==> src/rtl/ilv_secded_pkg.sv <==
package ilv_secded_pkg;
  localparam int NIB_W   = 4;
  localparam int CW_W    = 8;
  localparam int LANES   = 2;
  localparam int BYTE_W  = NIB_W * LANES;
  localparam int STORE_W = CW_W * LANES;
  typedef logic [CW_W-1:0]  cw_t;
  typedef logic [NIB_W-1:0] nib_t;
endpackage

==> src/rtl/ilv_ham84_enc.sv <==
module ilv_ham84_enc
  import ilv_secded_pkg::*;
(
  input  nib_t nib,
  output cw_t  cw
);
  logic [6:0] core;
  always_comb begin
    core[2] = nib[0];
    core[4] = nib[1];
    core[5] = nib[2];
    core[6] = nib[3];
    core[0] = nib[0] ^ nib[1] ^ nib[3];
    core[1] = nib[0] ^ nib[2] ^ nib[3];
    core[3] = nib[1] ^ nib[2] ^ nib[3];
    cw = {^core, core};
  end
endmodule

==> src/rtl/ilv_ham84_dec.sv <==
module ilv_ham84_dec
  import ilv_secded_pkg::*;
(
  input  cw_t  cw,
  output nib_t nib,
  output logic corr,
  output logic uncorr
);
  logic [2:0] syn;
  logic       par_bad;
  cw_t        fixed;

  always_comb begin
    syn[0]  = cw[0] ^ cw[2] ^ cw[4] ^ cw[6];
    syn[1]  = cw[1] ^ cw[2] ^ cw[5] ^ cw[6];
    syn[2]  = cw[3] ^ cw[4] ^ cw[5] ^ cw[6];
    par_bad = ^cw;
    fixed   = cw;
    corr    = 1'b0;
    uncorr  = 1'b0;
    if (par_bad) begin
      // odd error count: repair the pointed position (syn==0 means parity bit)
      corr = 1'b1;
      for (int i = 0; i < 7; i++) begin
        if (syn == 3'(i + 1)) fixed[i] = ~cw[i];
      end
    end else if (syn != 3'd0) begin
      uncorr = 1'b1;
    end
    nib = {fixed[6], fixed[5], fixed[4], fixed[2]};
  end
endmodule

==> src/rtl/ilv_secded_store.sv <==
module ilv_secded_store #(
  parameter int DEPTH = 256,
  parameter int WIDTH = 16,
  parameter int AW    = $clog2(DEPTH)
) (
  input  logic             clk,
  input  logic             wr_en,
  input  logic             rd_en,
  input  logic [AW-1:0]    addr,
  input  logic [WIDTH-1:0] wword,
  output logic [WIDTH-1:0] rword
);
  localparam logic [AW:0] LIMIT = (AW + 1)'(DEPTH);
  logic [WIDTH-1:0] mem [DEPTH];
  logic in_range;

  assign in_range = {1'b0, addr} < LIMIT;

  always_ff @(posedge clk) begin
    if (wr_en && in_range) mem[addr] <= wword;
    if (rd_en && in_range) rword <= mem[addr];
  end
endmodule

==> src/rtl/ilv_secded_ram.sv <==
module ilv_secded_ram
  import ilv_secded_pkg::*;
#(
  parameter int DEPTH = 256,
  parameter int AW    = $clog2(DEPTH)
) (
  input  logic               clk,
  input  logic               rst_n,
  input  logic               req_valid,
  output logic               req_ready,
  input  logic               req_we,
  input  logic [AW-1:0]      req_addr,
  input  logic [BYTE_W-1:0]  req_wdata,
  input  logic [STORE_W-1:0] req_inj,
  output logic               rsp_valid,
  input  logic               rsp_ready,
  output logic [BYTE_W-1:0]  rsp_data,
  output logic               rsp_corr,
  output logic               rsp_uncorr,
  output logic               fault
);
  logic               acc, wr_acc, rd_acc;
  logic [STORE_W-1:0] enc_word, rd_word;
  cw_t                cw_w [LANES];
  cw_t                cw_r [LANES];
  logic [LANES-1:0]   lane_c, lane_u;

  assign req_ready = !rsp_valid || rsp_ready;
  assign acc       = req_valid && req_ready;
  assign wr_acc    = acc && req_we;
  assign rd_acc    = acc && !req_we;

  for (genvar l = 0; l < LANES; l++) begin : g_lane
    ilv_ham84_enc u_enc (
      .nib (req_wdata[l*NIB_W +: NIB_W]),
      .cw  (cw_w[l])
    );
    for (genvar i = 0; i < CW_W; i++) begin : g_bit
      assign enc_word[i*LANES + l] = cw_w[l][i];
      assign cw_r[l][i]            = rd_word[i*LANES + l];
    end
    ilv_ham84_dec u_dec (
      .cw     (cw_r[l]),
      .nib    (rsp_data[l*NIB_W +: NIB_W]),
      .corr   (lane_c[l]),
      .uncorr (lane_u[l])
    );
  end

  ilv_secded_store #(.DEPTH(DEPTH), .WIDTH(STORE_W), .AW(AW)) u_store (
    .clk   (clk),
    .wr_en (wr_acc),
    .rd_en (rd_acc),
    .addr  (req_addr),
    .wword (enc_word ^ req_inj),
    .rword (rd_word)
  );

  always_ff @(posedge clk) begin
    if (!rst_n)          rsp_valid <= 1'b0;
    else if (rd_acc)     rsp_valid <= 1'b1;
    else if (rsp_ready)  rsp_valid <= 1'b0;
  end

  assign rsp_corr   = rsp_valid && (|lane_c);
  assign rsp_uncorr = rsp_valid && (|lane_u);
  assign fault      = rsp_valid && rsp_ready && (rsp_corr || rsp_uncorr);
endmodule

==> config.mk <==
export PLATFORM = sky130hd
export DESIGN_NAME = ilv_secded_ram
export DESIGN_NICKNAME = d
export VERILOG_FILES = /design/src/rtl/ilv_secded_pkg.sv /design/src/rtl/ilv_ham84_enc.sv /design/src/rtl/ilv_ham84_dec.sv /design/src/rtl/ilv_secded_store.sv /design/src/rtl/ilv_secded_ram.sv
export SDC_FILE = /design/constraint.sdc
export NUM_CORES = 2
export LEC_CHECK = 0
export BUFFER_PORTS_ARGS = -buffer_cell sky130_fd_sc_hd__buf_2
export CAP_MARGIN = 25
export CORE_MARGIN = 3
export CORE_UTILIZATION = 50
export DETAILED_ROUTE_END_ITERATION = 7
export PLACE_DENSITY_LB_ADDON = 0.08
export SLEW_MARGIN = 40
export SYNTH_ARGS = -nofsm -noshare
export SYNTH_HDL_FRONTEND = slang
export SYNTH_SLANG_ARGS = --single-unit
==> constraint.sdc <==
create_clock -name clk -period 23.8 [get_ports clk]
set_input_delay 3.57 -clock clk [delete_from_list [all_inputs] [get_ports clk]]
set_output_delay 3.57 -clock clk [all_outputs]
set_load 0.03 [all_outputs]
# Word level (Yosys, flattened, before mapping)
# Memory sizes are Yosys's and may differ from the RTL's. A register that Yosys moved wholly into a read port is not among the register bits.
# Cells that the tools add are included.
word_totals:
  out_inout_bits: 13
  inputBits: 37
  wordCells: 107
  register_bits: 1
  rom_bits: 0
  mem_count: 1
  ram_bits: 4096
  latch_bits: 0
op_classes:
  shift: 0
  reduce_logical: 20
  mul: 0
  div: 0
  eq_ne: 14
  n_addsub: 0
  order_cmp: 0
  muxes: 26
  bitwise_logic: 45
mem_list:
  columns: ["memory", "words", "width", "rd", "rd_ports_with_merged_regs", "write_ports", "line", "source"]
  rows:
  - ["u_store.mem", 256, 16, 1, 1, 1, "ilv_secded_store.sv:14", "logic [WIDTH-1:0] mem [DEPTH];"]
ops:
  columns: ["operator", "n"]
  rows:
  - ["XOR 1 bit", 30]
  - ["equality test 3 bit (second input constant)", 8]
  - ["two-way mux 1 bit", 24]
  - ["XOR reduction 8 bit", 2]
  - ["XOR 16 bit", 1]
  - ["two-way mux 7 bit", 2]
  - ["NOT 1 bit", 14]
  - ["XOR reduction 7 bit", 2]
  - ["equality test 3 x 2 -> 1 bit (second input constant)", 4]
  - ["logical AND 1 bit", 7]
  - ["equality test 3 x 1 -> 1 bit (second input constant)", 2]
  - ["nonzero test 3 bit", 2]
  - ["OR reduction 2 bit", 2]
  - ["zero test 1 bit", 2]
  - ["logical OR 1 bit", 2]
  - ["nonzero test 2 bit", 1]

# Longest topological paths before layout
depth:
  word_depth: 10
  mapped_depth: 9
  mapped_depth_nobuf: 6

# Hierarchy
# Synthesis repeated with hierarchy kept, for this count alone.
hier_totals:
  cells_unflattened: 6862
  hier_area_um2: 156791.6
by_module_without_submodules:
  columns: ["mod", "n_inst", "area_each_um2", "cells_per_inst", "seq_area_each_um2"]
  rows:
  - ["ilv_secded_store", 1, 155559.2, 6727, 123478.4]
  - ["ilv_ham84_dec", 2, 370.4, 46, 0.0]
  - ["ilv_ham84_enc", 2, 132.6, 8, 0.0]
  - ["ilv_secded_ram", 1, 226.5, 27, 20.0]

# Least setup slack after synthesis
# No wires, ideal clock.
synth_path:
  kind: "input -> register"
  start: "in req_wdata[3]"
  end: "mem u_store.mem[0][0] (data pin)"
  setup_ns: 1.646
  required_ns: 22.154
  cell_stages: 2
  n_path_buf: 0
  slack_ns: 11.142
  arrival_time_ns: 11.012
  cell_sequence: "xor2_1 > xnor2_1"
synth_via:
  elab_chain_cells: 2
synth_rtl:
  columns: ["element", "line", "source"]
  rows:
  - ["from (decl)", "ilv_secded_ram.sv:13", "input logic [BYTE_W-1:0] req_wdata,"]
  - ["XOR 1 bit", "ilv_ham84_enc.sv:13", "core[0] = nib[0] ^ nib[1] ^ nib[3];"]
  - ["XOR 16 bit", "ilv_secded_ram.sv:55", ".wword (enc_word ^ req_inj),"]
  - ["net u_store.wword[0]", "ilv_secded_store.sv:10", "input logic [WIDTH-1:0] wword,"]
  - ["to (decl)", "ilv_secded_store.sv:14", null]
# The timed path passes the listed nets, and every way through them passes these cells.

==> metrics.cfg <==
[run_status]
status = completed

[critical_path]
r2r_setup_slack_ns = 19.98
worstSetupEndpoint = u_store.rword[10]
crit_top_cell = buf_12
endpoint_kind = register
worstSetupPathType = in2reg
r2r_end = u_store.mem[20][1]
cp.required_ns = 24.44
worstPathMaxFanout = 78
reg2reg_from = rsp_valid
rr_worst_depth = 9
setup.worst_path.start_class = input port
cp-startpoint = req_addr[0]
critical_path.slowest_cell = buf_6
crit_chain = buf_12 > buf_16 > buf_12 > buf_6 > buf_6 > buf_4 > buf_12 > mux4_2 > a22oi_1 > a21oi_1 > o41ai_2 > nand4_1
critPathArrivalTime_ns = 8.99
cpPeakStageDelay_ns = 0.64

[place]
hpwl_um = 240000
place_area_um2 = 164000
post-place-ws_ns = 13.99
place_congestion = 0.804
io_buffers = 49
dp_cells = 11000

[timing]
worstMarginPinSlew_ns = 0.963
min_period_ns = 8.36
setup_ws_ns = 15.44
finClkSkew_ns = 0.0505
setup-tns-final_ns = 0
max_freq_mhz = 120
finalHoldViolCount = 0
drv_slew = 0
slew_headroom_pct = 35.1
rsz0062_at_grt = no
hold-worst-slack_ns = 1.06
min_period_over_period_pct = 35.1
setup_violations = 0

[clock_network]
clock-sinks = 4113
post_cts_buffers = 0
post_cts_resized = 0
clock-root-buffer = clkbuf_16
clk_pin_slew_ns = 0.06
numCtsBuffers = 415
cts.path.max_buffers = 4
cts_tree = done
hold_buffers = 0
htreeDepth = 5
clkLatencyLatePin_ns = 0.95

[global_route]
grt_max_degree = 178
grt_pass1_vias = 75500
met3_usage_pct = 5.01
gr-total-overflow = 0
grtUsageTotal_pct = 26.4
grt_use_met2_pct = 40.2
met1_usage_pct = 39.4
antenna_found_initial = 25
busiest_layer = met2
grt_pass1_wl_um = 592000

[synth]
synth_top_area_share_pct = 79.0
synth-seq-cells = 4113
synth.lib_cells_used.distinct = 36
yosysSeqAreaShare_pct = 79.1
yosysTopAreaCell = edfxtp_1
synthCells = 6805
avgSynthCellArea_um2 = 23.0
synth.area.top_cells = edfxtp_1 (79%), mux4_2 (15%), a22oi_1 (2.5%)
synth_warnings = 0
synth_fp_nets = 6842
synth_area_um2 = 156000

[cells_and_area]
area_delta_synth_final_pct = 13.8
drive_gt1_share_pct = 29.1
final_cells = 11700
final_cell_area_um2 = 178000
fin_nets = 7300

[floorplan]
ios = 50
core_region_area_um2 = 310000
rows = 204
die_h_um = 565
start_util_pct = 50.4
fp.dieW_um = 565
dieArea_um2 = 319000

[hold_path]
hold_path.class = reg2reg

[route]
totalWireLength_um = 420000
route.detailed.drc = 0
wire_per_inst_um = 35.9
drt_pass1_iterations = 6
vias_per_cell = 6.46
drtAntennaViolNets = 0
drt_iter0_markers = 9788
vias = 75700

[pwr]
peakVddDrop_mv = 0.0626
powerDensity_nw_per_um2 = 87.5
static-leakage-power_uw = 0.0547

[job]
maxCapViolCount = 0

-- worst max-delay path: cells and delay by family --
family / cells / cell delay (ns)
and+or+nand+nor: 1 / 0.16
buffers and inverters: 7 / 3.33
muxes: 1 / 0.51
AOI/OAI and AO/OA: 3 / 1.14
-- how the worst min path moves through the flow --
stage,end,from,cells after the start,slack (ns)
2_1_floorplan,rsp_valid,rsp_valid,2,0.81
3_3_place_gp,u_store.rword[11],u_store.mem[16][11],5,1.03
3_5_place_dp,u_store.rword[0],u_store.mem[43][0],5,1.05
4_1_cts,u_store.rword[11],u_store.mem[17][11],5,1.06
5_1_grt,u_store.rword[4],u_store.mem[19][4],5,1.12
6_report,u_store.rword[0],u_store.mem[43][0],5,1.06
-- final cells by class --
class	count	area (µm²)
fill	22600	132000
inverter	5	18.8
tap	4120	5150
antenna	8	20.0
timing repair buffer	453	4010
sequential	4113	123000
clock inverter	235	2200
clock buffer	508	10800
multi-input combinational	2275	32000
-- flip-flops by register name, indices dropped and copies added (netlist names) --
name           cells
rsp_valid          1
u_store.mem     4096
u_store.rword     16
-- power by group --
| part | switching, µW | total (µW) | internal (µW) | leakage, µW |
|---|---|---|---|---|
| sequential | 5.51 | 8230 | 8220 | 0.0370 |
| combinational | 756 | 1030 | 276 | 0.0114 |
| clock | 2720 | 6300 | 3590 | 0.00634 |
| total | 3480 | 15600 | 12100 | 0.0547 |
-- synthesized netlist by cell type, drive strengths merged --
master / instances
or2: 1
nand3b: 1
clkbuf: 248
nor3: 4
a21oi: 262
edfxtp: 4112
xor2: 19
nand2: 35
nor2b: 8
nand4: 18
nand2b: 1
nand3: 6
dfxtp: 1
xnor3: 3
nor2: 266
a31oi: 1
or3b: 1
mux2: 2
o21bai: 1
o21ai: 2
and3: 2
mux2i: 1
buf: 164
a211oi: 1
and2: 3
o21a: 1
o41ai: 64
mux4: 1024
xnor2: 34
inv: 5
a2111oi: 1
a22oi: 512
o31ai: 1
-- placed cells by master (no fill, tap or decap), types with 10 or more instances in the layout --
cell type	n
clkbuf_1	89
a21oi_1	257
nand2_2	11
a22oi_1	512
nand4_1	18
xor2_1	10
buf_12	29
buf_4	329
bufinv_16	33
nor2_4	27
o41ai_4	13
clkinvlp_4	12
buf_6	33
o41ai_1	17
mux4_2	1024
clkinv_2	71
clkinv_1	92
edfxtp_1	4112
buf_16	12
clkbuf_16	419
nor2_1	203
buf_2	49
nor2_2	36
nand2_1	16
xnor2_1	25
o41ai_2	34
-- kinds of logic after synthesis --
kind of cell	after synthesis	share of synthesized area, %
flops	4113	79.1
compound gates	846	3.69
simple gates	346	0.898
mux	1027	14.8
buf+inv	417	1.23
xor+xnor	56	0.340
-- through the flow --
step	total power (µW)	util (%)
floorplan	9060	-
global placement	9360	52.8
detailed placement	9420	53.1
CTS	15700	57.3
global route	16000	57.4
finish	15600	57.4
-- routing by layer --
| metal | up-vias | routed length, µm | share of wire [%] |
|---|---|---|---|
| li1 | 30300 | - | - |
| met1 | 41400 | 174000 | 41 |
| met2 | 3511 | 197000 | 47 |
| met3 | 572 | 35800 | 8.5 |
| met4 | 10 | 13100 | 3.1 |
| met5 | - | 71 | 0.017 |
(Power assumes the default switching activity.)
